**src/rtl/sqch_pkg.sv**
```systemverilog
package sqch_pkg;

   localparam int STEPS  = 8;
   localparam int STEP_W = $clog2(STEPS);
   localparam int DUTY_W = 2;

   typedef logic [STEP_W-1:0] step_t;
   typedef logic [DUTY_W-1:0] duty_t;

   typedef enum logic [1:0] {
      OFS_CTRL   = 2'd0,
      OFS_SPARE  = 2'd1,
      OFS_PER_LO = 2'd2,
      OFS_PER_HI = 2'd3
   } ofs_e;

   // Pattern bit at a sequencer position; the position counts downward.
   function automatic logic pattern_bit(input duty_t d, input step_t s);
      logic [STEPS-1:0] mask;
      case (d)
         2'd0:    mask = 8'b0000_0010;
         2'd1:    mask = 8'b0000_0110;
         2'd2:    mask = 8'b0001_1110;
         default: mask = 8'b1111_1001;
      endcase
      return mask[s];
   endfunction

endpackage

```
**src/rtl/sqch_regs.sv**
```systemverilog
module sqch_regs
   import sqch_pkg::*;
#(
   parameter int PERIOD_W = 11,
   parameter int DATA_W   = 8
) (
   input  logic                clk,
   input  logic                rst_n,
   input  logic                wr_en,
   input  logic [1:0]          wr_ofs,
   input  logic [DATA_W-1:0]   wr_data,
   output duty_t               duty,
   output logic [PERIOD_W-1:0] period,
   output logic                restart,
   output logic                restart_q
);

   localparam int LO_W = DATA_W;
   localparam int HI_W = PERIOD_W - LO_W;

   logic [LO_W-1:0] lo_q;
   logic [HI_W-1:0] hi_q;
   duty_t           duty_q;
   logic            hit_ctrl, hit_lo, hit_hi;

   assign hit_ctrl = wr_en && (ofs_e'(wr_ofs) == OFS_CTRL);
   assign hit_lo   = wr_en && (ofs_e'(wr_ofs) == OFS_PER_LO);
   assign hit_hi   = wr_en && (ofs_e'(wr_ofs) == OFS_PER_HI);

   always_ff @(posedge clk) begin
      if (!rst_n) begin
         duty_q    <= '0;
         lo_q      <= '0;
         hi_q      <= '0;
         restart_q <= 1'b0;
      end else begin
         restart_q <= hit_hi;
         if (hit_ctrl) duty_q <= wr_data[DATA_W-1 -: DUTY_W];
         if (hit_lo)   lo_q   <= wr_data;
         if (hit_hi)   hi_q   <= wr_data[HI_W-1:0];
      end
   end

   logic data_unused;
   assign data_unused = ^wr_data[DATA_W-DUTY_W-1:HI_W];

   assign duty    = duty_q;
   assign period  = {hi_q, lo_q};
   assign restart = hit_hi;

endmodule

```
**src/rtl/sqch_timer.sv**
```systemverilog
module sqch_timer #(
   parameter int PERIOD_W = 11,
   parameter bit HALVE_CE = 1'b1
) (
   input  logic                clk,
   input  logic                rst_n,
   input  logic                cpu_ce,
   input  logic [PERIOD_W-1:0] period,
   output logic                tick
);

   logic apu_ce;

   generate
      if (HALVE_CE) begin : g_halve
         logic phase_q;
         always_ff @(posedge clk) begin
            if (!rst_n)      phase_q <= 1'b0;
            else if (cpu_ce) phase_q <= ~phase_q;
         end
         assign apu_ce = cpu_ce && phase_q;
      end else begin : g_direct
         assign apu_ce = cpu_ce;
      end
   endgenerate

   logic [PERIOD_W-1:0] cnt_q;
   logic                expire;

   assign expire = (cnt_q == '0);

   always_ff @(posedge clk) begin
      if (!rst_n)      cnt_q <= '0;
      else if (apu_ce) cnt_q <= expire ? period : cnt_q - 1'b1;
   end

   assign tick = apu_ce && expire;

endmodule

```
**src/rtl/sqch_seq.sv**
```systemverilog
module sqch_seq
   import sqch_pkg::*;
(
   input  logic  clk,
   input  logic  rst_n,
   input  logic  tick,
   input  logic  restart,
   input  duty_t duty,
   output step_t step,
   output logic  wave
);

   step_t step_q;

   always_ff @(posedge clk) begin
      if (!rst_n)       step_q <= '0;
      else if (restart) step_q <= '0;
      else if (tick)    step_q <= step_q - 1'b1;
   end

   assign step = step_q;
   assign wave = pattern_bit(duty, step_q);

endmodule

```
**src/rtl/sqch_gate.sv**
```systemverilog
module sqch_gate #(
   parameter int PERIOD_W = 11,
   parameter int LEVEL_W  = 4,
   parameter int MUTE_MIN = 8
) (
   input  logic [PERIOD_W-1:0] period,
   input  logic                wave,
   input  logic [LEVEL_W-1:0]  env_vol,
   input  logic                len_active,
   input  logic                sweep_mute,
   output logic [LEVEL_W-1:0]  level
);

   logic too_fast, pass;

   assign too_fast = (period < PERIOD_W'(MUTE_MIN));
   assign pass     = wave && len_active && !sweep_mute && !too_fast;
   assign level    = pass ? env_vol : '0;

endmodule

```
**src/rtl/sqch_core.sv**
```systemverilog
module sqch_core
   import sqch_pkg::*;
#(
   parameter int PERIOD_W = 11,
   parameter int LEVEL_W  = 4,
   parameter int DATA_W   = 8,
   parameter int MUTE_MIN = 8,
   parameter bit HALVE_CE = 1'b1
) (
   input  logic               clk,
   input  logic               rst_n,
   input  logic               cpu_ce,
   input  logic               wr_en,
   input  logic [1:0]         wr_ofs,
   input  logic [7:0]         wr_data,
   input  logic [LEVEL_W-1:0] env_vol,
   input  logic               len_active,
   input  logic               sweep_mute,
   output logic [LEVEL_W-1:0] level,
   output logic               env_restart
);

   generate
      if (DATA_W != 8) begin : g_bad_data
         $error("sqch_core: DATA_W must be 8");
      end
      if (PERIOD_W <= DATA_W || PERIOD_W > 2*DATA_W) begin : g_bad_period
         $error("sqch_core: PERIOD_W must lie in (DATA_W, 2*DATA_W]");
      end
      if (MUTE_MIN < 0 || MUTE_MIN >= (1 << PERIOD_W)) begin : g_bad_mute
         $error("sqch_core: MUTE_MIN out of range");
      end
      if (LEVEL_W < 1) begin : g_bad_level
         $error("sqch_core: LEVEL_W must be positive");
      end
   endgenerate

   duty_t               duty_w;
   logic [PERIOD_W-1:0] period_w;
   logic                restart_w;
   logic                tick_w;
   step_t               step_w;
   logic                wave_w;

   sqch_regs #(.PERIOD_W(PERIOD_W), .DATA_W(DATA_W)) u_regs (
      .clk       (clk),
      .rst_n     (rst_n),
      .wr_en     (wr_en),
      .wr_ofs    (wr_ofs),
      .wr_data   (wr_data),
      .duty      (duty_w),
      .period    (period_w),
      .restart   (restart_w),
      .restart_q (env_restart)
   );

   sqch_timer #(.PERIOD_W(PERIOD_W), .HALVE_CE(HALVE_CE)) u_timer (
      .clk    (clk),
      .rst_n  (rst_n),
      .cpu_ce (cpu_ce),
      .period (period_w),
      .tick   (tick_w)
   );

   sqch_seq u_seq (
      .clk     (clk),
      .rst_n   (rst_n),
      .tick    (tick_w),
      .restart (restart_w),
      .duty    (duty_w),
      .step    (step_w),
      .wave    (wave_w)
   );

   sqch_gate #(.PERIOD_W(PERIOD_W), .LEVEL_W(LEVEL_W), .MUTE_MIN(MUTE_MIN)) u_gate (
      .period     (period_w),
      .wave       (wave_w),
      .env_vol    (env_vol),
      .len_active (len_active),
      .sweep_mute (sweep_mute),
      .level      (level)
   );

endmodule

```
**config.mk**
```make
export PLATFORM = sky130hd
export DESIGN_NAME = sqch_core
export DESIGN_NICKNAME = d
export VERILOG_FILES = /design/src/rtl/sqch_pkg.sv /design/src/rtl/sqch_regs.sv /design/src/rtl/sqch_timer.sv /design/src/rtl/sqch_seq.sv /design/src/rtl/sqch_gate.sv /design/src/rtl/sqch_core.sv
export SDC_FILE = /design/constraint.sdc
export NUM_CORES = 1
export LEC_CHECK = 0
export BUFFER_PORTS_ARGS = -buffer_cell sky130_fd_sc_hd__buf_2
export CORE_UTILIZATION = 40
export DETAILED_ROUTE_END_ITERATION = 8
export GPL_ROUTABILITY_DRIVEN = 1
export GPL_TIMING_DRIVEN = 0
export PLACE_DENSITY = 0.6
export SYNTH_ARGS = -nofsm -noshare
export SYNTH_HDL_FRONTEND = slang
export SYNTH_SLANG_ARGS = --single-unit
```
**constraint.sdc**
```tcl
create_clock -name clk -period 6.5 [get_ports clk]
set_clock_uncertainty 0.2 [all_clocks]
set_input_delay 1.95 -clock clk [delete_from_list [all_inputs] [get_ports clk]]
set_output_delay 1.95 -clock clk [all_outputs]
set_load 0.02 [all_outputs]
```
==> impl_metrics.tcl, run 1 <==
set metrics [dict create \
    preCtsSetupSlack_ns 1.42 \
    wl_mm 3.35 \
    critPathMaxFanout 4 \
    cts_sinks 29 \
    average_instance_area_after_synthesis_um2 8.66 \
    core_area_mm2 0.00344 \
    die_h_um 62.9 \
    post_cts_hold_buffer_count 0 \
    power_leakage_nw 0.763 \
    drive_gt1_share_pct 19.4 \
    worstPathArrival_ns 2.90 \
    ys_top_cells_by_area "sky130_fd_sc_hd__dfxtp_1 (39%), sky130_fd_sc_hd__mux2i_1 (8.1%), sky130_fd_sc_hd__nor2_1 (6.6%)" \
    cts_buffers 5 \
    synth_top_area_share_pct 39.2 \
    rsz0062_at_grt "no" \
    slew_headroom_pct 45.4 \
    post-route-worst-setup-slack_ns 1.45 \
    class_of_the_tightest_hold_or_removal_check "reg -> reg" \
    crit_path_start_kind "input port" \
    clock_tree.htree_level_count 2 \
    grt_start_max_net_pins 11 \
    dp_cells 239 \
    yosysUniqueCellTypes 40 \
    tightest_slew_ns 0.809 \
    syn_nets 196 \
    final_area_mm2 0.00177 \
    fin_cells 247 \
    synth_cells 171 \
    finalHoldViolCount 0 \
    root_buffer "sky130_fd_sc_hd__clkbuf_8" \
    post_drt_via_cell_ratio 5.45 \
    layout-area-overhead-vs-synth_pct 19.4 \
    detail_route.drc_violations 0 \
    drt_first_pass_iters 4 \
    postSynth.asyncResetShare_pct 0 \
    synth-edff-count 0 \
    final_period_minus_worst_setup_slack_ns 5.05 \
    status "finished, final reports clean" \
    setup_viol 0 \
    wp_data_required_ns 4.35 \
    numPortBuffers 22 \
    yosys.cell_count.top_type "sky130_fd_sc_hd__dfxtp_1" \
    ant_diodes 0 \
    clkSlewWorstSetupHoldPaths_ns 0.06 \
    layout.nets 225 \
    setup_crit_end_kind "primary output" \
    floorplan.io_pins 25 \
    synth-main-ff-cell "sky130_fd_sc_hd__dfxtp_1" \
    max-vdd-ir-drop_mv 0.136 \
    fill_cells 328 \
    tns_ns 0 \
    cts_buffer_depth 2 \
    rows 21 \
    clk-insertion-delay-late_ns 0.29 \
    gr-usage-all-layers_pct 18.6 \
    dr_total_vias 1347 \
    final_gp_congestion 0.837 \
    postSynthRegisterBits 29 \
    grt_pass1_vias 1220 \
    max_freq_mhz 198 \
    post-cts-setup-buffers 0 \
    avgRoutedWirePerCell_um 13.5 \
    die_area_mm2 0.00395 \
    cts_tree "built" \
    globalRoute.totalOverflow 0 \
    start_util_pct 43.0 \
    powerDensity_mw_per_mm2 286 \
    synth-warning-count 0 \
    grt_pass1_wl_mm 5.66 \
    die_width_um 62.9 \
    drt_iter0_drc 48 \
    hold_ws_ns 0.294 \
    yosysSeqAreaShare_pct 39.2 \
    max_cap_viol_count 0 \
    post_cts_resize_count 0 \
    regArea_um2 581 \
    final_antenna_net_count 0 \
    yosysTopAreaCell "sky130_fd_sc_hd__dfxtp_1" \
    detailed_place_hpwl_mm 2.57 \
    criticalPathCategory "in -> out" \
    top_cells_by_count_synth "sky130_fd_sc_hd__dfxtp_1 (29), sky130_fd_sc_hd__nor2_1 (26), sky130_fd_sc_hd__inv_1 (12), sky130_fd_sc_hd__mux2i_1 (12)" \
    antenna_violations_before_repair 0 \
    synthesis.area_mm2 0.00148 \
    timing_max_transition_violations_final 0 \
    multi_input_area_um2 828 \
    dpl_cell_area_mm2 0.00165 \
    final_cycle_share_pct 77.7 \
]
[where the power goes]
| part | internal (mW) | switching, mW |
|---|---|---|
| registers | 0.188 | 0.0132 |
| clock network | 0.124 | 0.0744 |
| logic | 0.0462 | 0.0600 |
[area by class of cell]
type                            instances  area share [%]
Inverter                               13            2.76
Tap cell                               46            3.25
Sequential cell                        29            32.8
Clock buffer                            6            4.67
Timing Repair Buffer                   22            6.22
Buffer                                  6            1.34
Multi-Input combinational cell        123            46.8
Clock inverter                          2            2.12
[placed cells by master, fill, tap and decap left out, types with 6 or more instances in the layout]
cell type / Yosys / final
sky130_fd_sc_hd__inv_1: 12 / 12
sky130_fd_sc_hd__buf_2: 1 / 23
sky130_fd_sc_hd__a21oi_1: 8 / 8
sky130_fd_sc_hd__nor2_1: 26 / 26
sky130_fd_sc_hd__nand2_1: 6 / 6
sky130_fd_sc_hd__clkbuf_8: 0 / 6
sky130_fd_sc_hd__mux2i_1: 12 / 12
sky130_fd_sc_hd__o21ai_0: 7 / 7
sky130_fd_sc_hd__nor4_1: 8 / 8
sky130_fd_sc_hd__dfxtp_1: 29 / 29
[metal layers]
layer	GRT usage (%)	vias to the layer above	share of wire (%)
li1	-	676	-
met1	23.6	640	47
met2	29.3	24	48
met3	4.93	7	3.9
met4	8.14	0	1.7
met5	0	-	0
[critical path, stage by stage]
cell	delay, ns
sky130_fd_sc_hd__buf_2	0.09
sky130_fd_sc_hd__nand2b_1	0.13
sky130_fd_sc_hd__a21oi_1	0.11
sky130_fd_sc_hd__o311ai_0	0.27
sky130_fd_sc_hd__nor2_1	0.17
sky130_fd_sc_hd__buf_2	0.18
[cells by family after synthesis]
logic type / Yosys count / synth area share, %
compound gates: 33 / 14.4
flops: 29 / 39.2
mux: 13 / 8.87
fa+ha+maj: 5 / 4.22
simple gates: 70 / 27.3
buf+inv: 19 / 4.90
xor+xnor: 2 / 1.18
[metrics by stage]
stage | util [%] | power [mW]
6_report | 51.4 | 0.507
5_1_grt | 51.4 | 0.531
4_1_cts | 51.4 | 0.508
3_5_place_dp | 47.9 | 0.310
3_3_place_gp | 47.9 | 0.306
2_1_floorplan | - | 0.283
[state kept, by name (all words and copies together) (netlist names)]
register and cells:
u_timer.cnt_q 11, u_regs.restart_q 1, u_regs.lo_q 8, u_seq.step 3, u_regs.hi_q 3, u_regs.duty 2, u_timer.g_halve.phase_q 1
[worst paths after layout]
check | to | depth (start not counted) | start | slack (ns)
worst max register to register | u_timer.cnt_q[10]$_SDFFE_PN0P_ | 6 | u_timer.cnt_q[0]$_SDFFE_PN0P_ | 4.45
worst min-delay path | u_timer.cnt_q[10]$_SDFFE_PN0P_ | 2 | u_timer.cnt_q[10]$_SDFFE_PN0P_ | 0.29
worst max-delay path | level[0] | 6 | sweep_mute | 1.45
worst min register to register | u_timer.cnt_q[10]$_SDFFE_PN0P_ | 2 | u_timer.cnt_q[10]$_SDFFE_PN0P_ | 0.29
(Power assumes the default switching activity.)
==> run 2: changes to the inputs <==
Settings changed: PLACE_DENSITY 0.6 to 0.62.
Clock period 6.5 ns to 4.2 ns, I/O delays scaled along.
==> impl_metrics.tcl, run 2 (synthesized netlist as in run 1, its figures left out) <==
set metrics [dict create \
    ff2ff_path_depth 6 \
    start_util_pct 43.0 \
    post_drt_via_cell_ratio 5.31 \
    detail_route.drc_violations 0 \
    final_common_cell "sky130_fd_sc_hd__dfxtp_1" \
    ant_diodes 0 \
    post_cts_hold_buffer_count 0 \
    post_cts_resize_count 0 \
    swShare_pct 29.5 \
    drt_first_pass_iters 4 \
    final_period_minus_worst_setup_slack_ns 3.68 \
    grt_start_max_net_pins 12 \
    final_cycle_share_pct 87.6 \
    final_antenna_net_count 0 \
    post-cts-setup-buffers 0 \
    cts_buffers 5 \
    final_area_mm2 0.00176 \
    cts_sinks 29 \
    globalRoute.totalOverflow 0 \
    min_delay_path_depth 2 \
    layout-area-overhead-vs-synth_pct 19.1 \
    wp_data_required_ns 2.74 \
    timing_max_transition_violations_final 0 \
    crit_path_start_kind "input port" \
    criticalPathCategory "in -> out" \
    detailed_place_hpwl_mm 2.57 \
    grt_pass1_wl_mm 5.64 \
    drive_gt1_share_pct 19.4 \
    power.switching_mw 0.226 \
    critPathMaxFanout 4 \
    cellInternalPower_mw 0.540 \
    power_leakage_nw 0.760 \
    p_clk_share_pct 38.1 \
    clkSlewWorstSetupHoldPaths_ns 0.07 \
    antenna_violations_before_repair 0 \
    numPortBuffers 22 \
    largest_register_ff_count 11 \
    root_buffer "sky130_fd_sc_hd__clkbuf_8" \
    floorplan.io_pins 25 \
    wl_mm 3.31 \
    layout_common_cells "sky130_fd_sc_hd__dfxtp_1 (29), sky130_fd_sc_hd__nor2_1 (26), sky130_fd_sc_hd__buf_2 (23)" \
    class_of_the_tightest_hold_or_removal_check "reg -> reg" \
    rsz0062_at_grt "no" \
    core_area_mm2 0.00344 \
    rows 21 \
    grt_pass1_vias 1249 \
    drt_iter0_drc 23 \
    setup_crit_end_kind "primary output" \
    cts_buffer_depth 2 \
    dpl_cell_area_mm2 0.00165 \
    layout.nets 225 \
    final_gp_congestion 0.831 \
    powerDensity_mw_per_mm2 434 \
    worstPathArrival_ns 2.22 \
    dr_total_vias 1312 \
    largest_register "u_timer.cnt_q" \
    avgRoutedWirePerCell_um 13.4 \
    status "finished, final reports clean" \
    die_h_um 62.9 \
    layout_top_registers "u_timer.cnt_q: 11 flops, u_regs.lo_q: 8 flops" \
    max-vdd-ir-drop_mv 0.264 \
    tns_ns 0 \
    p_comb_share_pct 21.2 \
    clock_tree.htree_level_count 2 \
    gr-usage-all-layers_pct 18.6 \
    slew_headroom_pct 46.6 \
    setup_viol 0 \
    max_cap_viol_count 0 \
    finalHoldViolCount 0 \
    clk-insertion-delay-late_ns 0.29 \
    cts_tree "built" \
    die_area_mm2 0.00395 \
    tightest_slew_ns 0.791 \
    die_width_um 62.9 \
    max_freq_mhz 272 \
    seq_power_share_pct 40.7 \
]
run 2: cell types whose count changed in the layout (fill, tap and decap cells not counted):
cell and delta:
sky130_fd_sc_hd__clkinv_4 +1, sky130_fd_sc_hd__clkbuf_8 -1
run 2: worst max-delay path, cell delays in order:
cell	delay (ns)
sky130_fd_sc_hd__buf_2	0.09
sky130_fd_sc_hd__nand2b_1	0.13
sky130_fd_sc_hd__a21oi_1	0.13
sky130_fd_sc_hd__o311ai_0	0.28
sky130_fd_sc_hd__nor2_1	0.15
sky130_fd_sc_hd__buf_2	0.18
run 2: worst paths after layout:
kind	startpoint	end	slack [ns]
max	sweep_mute	level[3]	0.52
min	u_timer.cnt_q[10]$_SDFFE_PN0P_	u_timer.cnt_q[10]$_SDFFE_PN0P_	0.29
max reg2reg	u_timer.cnt_q[0]$_SDFFE_PN0P_	u_timer.cnt_q[10]$_SDFFE_PN0P_	2.16
min reg2reg	u_timer.cnt_q[10]$_SDFFE_PN0P_	u_timer.cnt_q[10]$_SDFFE_PN0P_	0.29
run 2: metrics by stage:
step           hold WS (ns)  util [%]  worst slack, ns  power [mW]  cells
2_1_floorplan         0.252         -            0.714       0.438    171
3_3_place_gp          0.267      47.9            0.527       0.473    239
3_5_place_dp          0.279      47.9            0.500       0.479    239
4_1_cts               0.292      51.3            0.511       0.772    247
5_1_grt               0.320      51.3            0.396       0.805    247
6_report              0.286      51.3            0.521       0.766    247
run 2: cell type report:
class / count / area, µm²
clock buffer: 5 / 68.8
timing repair buffer: 22 / 110
fill: 322 / 1680
buffer: 6 / 23.8
inverter: 13 / 48.8
multi-input combinational: 123 / 828
tap: 46 / 57.6
sequential: 29 / 581
clock inverter: 3 / 46.3
run 2: layer usage:
metal / global-route usage, % / routed length (µm) / vias up
li1: - / - / 680
met2: 29.8 / 1510 / 24
met4: 7.85 / 57 / 0
met1: 23.5 / 1620 / 603
met5: 0 / 0 / -
met3: 4.93 / 113 / 5
run 2: power groups by stage:
stage          Clock [mW]  Sequential [mW]  Combinational, mW
6_report            0.292            0.312              0.163
5_1_grt             0.310            0.314              0.181
4_1_cts             0.298            0.311              0.162
3_5_place_dp            0            0.318              0.162
3_3_place_gp            0            0.316              0.157
2_1_floorplan           0            0.312              0.126
